$ cat config.mk
export PLATFORM = sky130hd
export DESIGN_NAME = page_write_engine
export DESIGN_NICKNAME = d
export VERILOG_FILES = /design/src/rtl/pwb_pkg.sv /design/src/rtl/pwb_ctrl.sv /design/src/rtl/pwb_datapath.sv /design/src/rtl/page_write_engine.sv
export SDC_FILE = /design/constraint.sdc
export NUM_CORES = 2
export LEC_CHECK = 0
export BUFFER_PORTS_ARGS = -buffer_cell sky130_fd_sc_hd__buf_2
export CAP_MARGIN = 20
export CELL_PAD_IN_SITES_DETAIL_PLACEMENT = 0
export CELL_PAD_IN_SITES_GLOBAL_PLACEMENT = 1
export CORE_UTILIZATION = 40
export CTS_BUF_LIST = sky130_fd_sc_hd__clkbuf_8 sky130_fd_sc_hd__clkbuf_16
export DETAILED_ROUTE_END_ITERATION = 10
export PLACE_DENSITY_LB_ADDON = 0.1
export SYNTH_ARGS = -nofsm -noshare
export SYNTH_HDL_FRONTEND = slang
export SYNTH_HIERARCHICAL = 1
export SYNTH_SLANG_ARGS = --single-unit
$ cat constraint.sdc
create_clock -name clk -period 3.7 [get_ports clk]
set_input_delay 0.37 -clock clk [delete_from_list [all_inputs] [get_ports clk]]
set_output_delay 0.37 -clock clk [all_outputs]
set_load 0.005 [all_outputs]
$ cat src/rtl/pwb_pkg.sv
package pwb_pkg;
  // Strobes sent from the control FSM to the datapath each cycle.
  typedef struct packed {
    logic loadPtr;    // latch start address, clear valid mask
    logic storeByte;  // write byte into current slot, advance low pointer
    logic commit;     // copy valid slots into the array
  } strobes_t;
endpackage

$ cat src/rtl/pwb_ctrl.sv
module pwb_ctrl #(
  parameter int WRITE_CYCLES = 20
) (
  input  logic               clk,
  input  logic               rstN,
  input  logic               startValid,
  input  logic               byteValid,
  input  logic               stopEvt,
  input  logic               maskAny,
  output logic               busy,
  output pwb_pkg::strobes_t  strobes
);
  localparam int CNT_W = (WRITE_CYCLES > 1) ? $clog2(WRITE_CYCLES) : 1;
  localparam logic [CNT_W-1:0] CNT_LOAD = CNT_W'(WRITE_CYCLES - 1);

  logic [CNT_W-1:0] cycLeft;
  logic             kickOff;

  // A stop starts a cycle only if data is buffered or arrives with it.
  assign kickOff = !busy && stopEvt && (maskAny || byteValid);

  always_comb begin
    strobes.loadPtr   = startValid && !busy;
    strobes.storeByte = byteValid && !busy && !startValid;
    strobes.commit    = busy && (cycLeft == '0);
  end

  always_ff @(posedge clk or negedge rstN) begin
    if (!rstN) begin
      busy    <= 1'b0;
      cycLeft <= '0;
    end else if (kickOff) begin
      busy    <= 1'b1;
      cycLeft <= CNT_LOAD;
    end else if (busy) begin
      if (cycLeft == '0) busy <= 1'b0;
      else               cycLeft <= cycLeft - 1'b1;
    end
  end

  // busy only ever rises right after a stop event
  a_r5_rise_on_stop: assert property (@(posedge clk) disable iff (!rstN)
    $rose(busy) |-> $past(stopEvt));
  // the commit strobe marks the final busy cycle
  a_r5_commit_ends: assert property (@(posedge clk) disable iff (!rstN)
    strobes.commit |=> !busy);
  // stop with nothing buffered keeps the engine idle
  a_r7_empty_stop: assert property (@(posedge clk) disable iff (!rstN)
    (!busy && stopEvt && !maskAny && !byteValid) |=> !busy);
endmodule

$ cat src/rtl/pwb_datapath.sv
module pwb_datapath #(
  parameter int ADDR_W = 8,
  parameter int SLOT_W = 3,
  parameter int DATA_W = 8
) (
  input  logic               clk,
  input  logic               rstN,
  input  pwb_pkg::strobes_t  strobes,
  input  logic               busy,
  input  logic [ADDR_W-1:0]  startAddr,
  input  logic [DATA_W-1:0]  byteData,
  input  logic [ADDR_W-1:0]  rdAddr,
  output logic [DATA_W-1:0]  rdData,
  output logic               maskAny
);
  localparam int DEPTH = 1 << ADDR_W;
  localparam int SLOTS = 1 << SLOT_W;
  localparam int HI_W  = ADDR_W - SLOT_W;

  logic [HI_W-1:0]   ptrHi;
  logic [SLOT_W-1:0] ptrLo;
  logic [SLOTS-1:0]  slotMask;
  logic [DATA_W-1:0] pageBuf [SLOTS];
  logic [DATA_W-1:0] mem     [DEPTH];

  assign maskAny = |slotMask;
  assign rdData  = mem[rdAddr];

  // Pointer, page buffer and valid mask
  always_ff @(posedge clk or negedge rstN) begin
    if (!rstN) begin
      ptrHi    <= '0;
      ptrLo    <= '0;
      slotMask <= '0;
      for (int i = 0; i < SLOTS; i++) pageBuf[i] <= '0;
    end else if (strobes.loadPtr) begin
      {ptrHi, ptrLo} <= startAddr;
      slotMask       <= '0;
    end else if (strobes.storeByte) begin
      pageBuf[ptrLo]  <= byteData;
      slotMask[ptrLo] <= 1'b1;
      ptrLo           <= ptrLo + 1'b1;   // wraps inside the page
    end else if (strobes.commit) begin
      slotMask <= '0;
    end
  end

  // Storage array: all valid slots land together on commit
  always_ff @(posedge clk or negedge rstN) begin
    if (!rstN) begin
      for (int a = 0; a < DEPTH; a++) mem[a] <= '0;
    end else if (strobes.commit) begin
      for (int i = 0; i < SLOTS; i++)
        if (slotMask[i]) mem[{ptrHi, SLOT_W'(i)}] <= pageBuf[i];
    end
  end

  // page bits only change on a new start
  a_r2_page_fixed: assert property (@(posedge clk) disable iff (!rstN)
    !strobes.loadPtr |=> $stable(ptrHi));
  // low pointer advances by one per byte, modulo the page size
  a_r3_slot_wrap: assert property (@(posedge clk) disable iff (!rstN)
    strobes.storeByte |=> ptrLo == SLOT_W'($past(ptrLo) + 1'b1));
  // a new start empties the valid mask
  a_r9_start_clears: assert property (@(posedge clk) disable iff (!rstN)
    strobes.loadPtr |=> slotMask == '0);
  // buffered state frozen while the write cycle runs
  a_r8_busy_frozen: assert property (@(posedge clk) disable iff (!rstN)
    (busy && !strobes.commit) |=> ($stable(slotMask) && $stable(ptrLo)));
  // nothing remains marked once committed
  a_r6_commit_clears: assert property (@(posedge clk) disable iff (!rstN)
    strobes.commit |=> slotMask == '0);
endmodule

$ cat src/rtl/page_write_engine.sv
module page_write_engine #(
  parameter int ADDR_W       = 8,
  parameter int SLOT_W       = 3,
  parameter int DATA_W       = 8,
  parameter int WRITE_CYCLES = 20
) (
  input  logic              clk,
  input  logic              rstN,
  input  logic              startValid,
  input  logic [ADDR_W-1:0] startAddr,
  input  logic              byteValid,
  input  logic [DATA_W-1:0] byteData,
  input  logic              stopEvt,
  output logic              busy,
  input  logic [ADDR_W-1:0] rdAddr,
  output logic [DATA_W-1:0] rdData
);
  pwb_pkg::strobes_t strobes;
  logic              maskAny;

  pwb_ctrl #(.WRITE_CYCLES(WRITE_CYCLES)) uCtrl (
    .clk        (clk),
    .rstN       (rstN),
    .startValid (startValid),
    .byteValid  (byteValid),
    .stopEvt    (stopEvt),
    .maskAny    (maskAny),
    .busy       (busy),
    .strobes    (strobes)
  );

  pwb_datapath #(.ADDR_W(ADDR_W), .SLOT_W(SLOT_W), .DATA_W(DATA_W)) uData (
    .clk       (clk),
    .rstN      (rstN),
    .strobes   (strobes),
    .busy      (busy),
    .startAddr (startAddr),
    .byteData  (byteData),
    .rdAddr    (rdAddr),
    .rdData    (rdData),
    .maskAny   (maskAny)
  );
endmodule

==> flow_summary.json <==
{
  "synthArstFlopShare_pct": 100,
  "mostFrequentLayoutCells": "mux2_2, dfrtp_1, buf_4, mux4_2, clkbuf_16",
  "clock_latency_ps": 900,
  "synth_edf_count": 0,
  "regToRegSetupSlack_ps": 290,
  "ys.flop_type": "dfrtp_1",
  "port_buffers": 37,
  "cts.clk_slew.worst_paths_ps": 60,
  "synth-xor-area-share_pct": 0.0181,
  "final_core_util_pct": 46.9,
  "dp_hpwl_um": 239000,
  "layout-drive-gt1-share_pct": 56.7,
  "drv_slew": 0,
  "die_h_um": 494,
  "worstHoldEndpoint": "uData/pageBuf[13]",
  "drt_first_pass_iters": 5,
  "viasPerCell": 6.02,
  "fillCellCount": 21000,
  "finalWorstSetupSlack_ps": -62.8,
  "worstRegToRegCells": 9,
  "yosysTopAreaCellShare_pct": 55.1,
  "area_delta_synth_final_pct": 16.4,
  "min_from": "byteData[5]",
  "critPathCaptureType": "output port",
  "synth_mux_area_share_pct": 36.2,
  "synth_top_family_by_area": "multiplexers",
  "row_count": 180,
  "whs_path_depth": 2,
  "power_density_nw_per_um2": 531,
  "start_kind": "flip-flop",
  "holdCritPathClass": "in2reg",
  "max-cap-violations": 0,
  "placed_cells": 9598,
  "synth-compound-area-share_pct": 3.33,
  "synth_seq_area_share_pct": 55.1,
  "syn_area_um2": 96900,
  "pre_cts_ws_ps": -525,
  "cp_data_required_time_ps": 3330,
  "io_pins": 38,
  "htree_levels": 4,
  "slowest_stage": "nor4_4",
  "use_met3_pct": 5.30,
  "power.total_mw": 59.9,
  "violations": "setup timing",
  "worst_slew_pin_slew_ps": 1190,
  "cpPeakStageDelay_ps": 580,
  "fmaxAchievable_mhz": 266,
  "synth_nets": 6274,
  "fin_cells": 10100,
  "slew_headroom_pct": 20.8,
  "synthCells": 6243,
  "remaining_drc_errors": 0,
  "ant_nets": 0,
  "yosys.cell_types.count": 81,
  "r2r_start": "uCtrl/cycLeft[1]",
  "grt-busiest-layer": "met2",
  "grt_pass1_vias": 63000,
  "critical_path.most_common_cell": "nor4_4",
  "tns_ps": -69.6,
  "fin_crit_ps": 3760,
  "grtUsageMet2_pct": 45.9,
  "max-vdd-ir-drop_v": 0.000540,
  "setup_violations": 2,
  "use_met1_pct": 42.6,
  "rsz0062_at_grt": "true",
  "drtIter0Drc": 5011,
  "critical_path_class": "reg2out",
  "cts_made_buffers": 234,
  "clock_sinks": 2134,
  "r2r-end": "uData/mem[3]",
  "crit_chain": "mux4_2 -> a22oi_1 -> a21oi_1 -> nor4_4 -> buf_4 -> nor4_4 -> buf_2",
  "synth_adder_area_share_pct": 0.0258,
  "grt_max_degree": 154,
  "post-cts-setup-buffers": 0,
  "p_leak_nw": 53.6,
  "initial_core_util_pct": 40.3,
  "core_um2": 241000,
  "yosys.area_share.simple_pct": 2.89,
  "die-area_um2": 244000,
  "syn_avg_cell_area_um2": 15.5,
  "yosysWarnings": 6,
  "wl_um": 361000,
  "die_w_um": 494,
  "grt_overflow": 0,
  "cts_max_path_buffers": 3,
  "synth_area_leader_cell": "dfrtp_1",
  "grt_pass1_wl_um": 511000,
  "num_vias": 60600,
  "place_congestion": 0.915,
  "yosys-top-cells-area": "dfrtp_1, mux2_2, mux4_2",
  "layout_commonest_cell": "mux2_2",
  "synth_seq_cells": 2134,
  "antenna_found_initial": 32,
  "layout.nets": 6702,
  "crit_fanout": 2,
  "status": "finished, violations left",
  "cts_tree": "done",
  "hold_violations": 0,
  "grtUsageTotal_pct": 29.9,
  "post-route-period-util_pct": 102,
  "worstPathArrival_ps": 3390,
  "post_drt_wl_per_cell_um": 35.8,
  "fin_skew_ps": 34.4,
  "root_buffer": "clkbuf_16"
}
==> synthesized netlist by cell type (9+ instances only) <==
library cell and instances:
nand2_1 114, buf_6 20, buf_1 14, o21ai_0 9, and2_1 13, nand2_2 50
mux2_2 2112, nor2_2 127, a211oi_1 10, clkbuf_1 284, a31oi_1 15, nor4_1 29
dfrtp_1 2134, mux2i_1 136, o22ai_1 16, buf_2 77, mux2_1 11, nor2b_1 15
buf_12 16, nor2_1 87, nor4_2 9, a21oi_1 107, a22oi_1 192, buf_4 24
a221oi_1 15, inv_1 11, o221ai_1 30, nand2b_1 12, mux4_2 435
==> where the power goes <==
part / total (mW) / internal [mW] / switching [mW] / leakage, nW
Sequential: 28.3 / 23.9 / 4.44 / 29.7
Combinational: 7.06 / 1.91 / 5.15 / 19.7
Clock: 24.6 / 14.5 / 10.1 / 4.24
Total: 59.9 / 40.3 / 19.7 / 53.6
==> state kept, by name, summed over array words and instances, names as in the netlist <==
register,flops
uCtrl/busy,1
uCtrl/cycLeft,5
uData/ptrLo,3
uData/ptrHi,5
uData/mem,2048
uData/slotMask,8
uData/pageBuf,64
==> kinds of logic after synthesis <==
kind of cell | count (synthesis)
xor gates and xnor gates | 2
muxes | 2695
AOI/OAI and AO/OA | 453
buffers and inverters | 456
DFF | 2134
adders and majority gates | 2
and+or+nand+nor | 501
==> layout make-up <==
class	instances	area (um2)	area share, %
clock buffers	304	6850	6.07
well taps	3185	3990	3.53
clock inverters	137	1330	1.18
inverters	11	41.3	0.0366
repair buffers	637	5600	4.96
multi-input cells	3653	41500	36.8
diodes	13	32.5	0.0288
flip-flops and latches	2134	53500	47.4
==> timing repair <==
action / in CTS / in global routing
setup endpoints to repair: 8 / 7
gates resized for setup: 43 / 15
hold buffers: 24 / 0
pin swaps: 11 / 10
hold endpoints to repair: 618 / 0
==> worst max path at each step <==
stage	slack, ps	start	depth (start not counted)	endpoint
floorplan	1140	uCtrl/busy	7	uData/pageBuf[24]
detailed placement	-530	rdAddr[0]	10	rdData[2]
global placement	-930	rdAddr[0]	12	rdData[5]
global route	-110	rdAddr[0]	13	rdData[3]
CTS	-70	uData/mem[1922]	7	rdData[2]
finish	-60	uData/mem[1826]	7	rdData[2]
==> through the flow <==
| step | area [um2] | hold slack [ps] |
|---|---|---|
| after floorplan | 96900 | 74.4 |
| after global placement | 104000 | 324 |
| after detailed placement | 104000 | 324 |
| after CTS | 113000 | 17.6 |
| after global routing | 113000 | 37.7 |
| final | 113000 | 81.1 |
==> metal layers <==
layer,routed length [um],share of wire [%]
met1,161000,45
met2,164000,46
met3,22200,6.1
met4,13400,3.7
met5,19,0.0053
==> critical path, delay by kind of cell, from the launching register on <==
family / cells / cell delay (ps)
flip-flops: 1 / 370
AO/OA/AOI/OAI: 2 / 580
multiplexers: 1 / 500
AND/OR/NAND/NOR: 2 / 640
buffers and inverters: 2 / 400
Power figures use the tool's default switching activity.
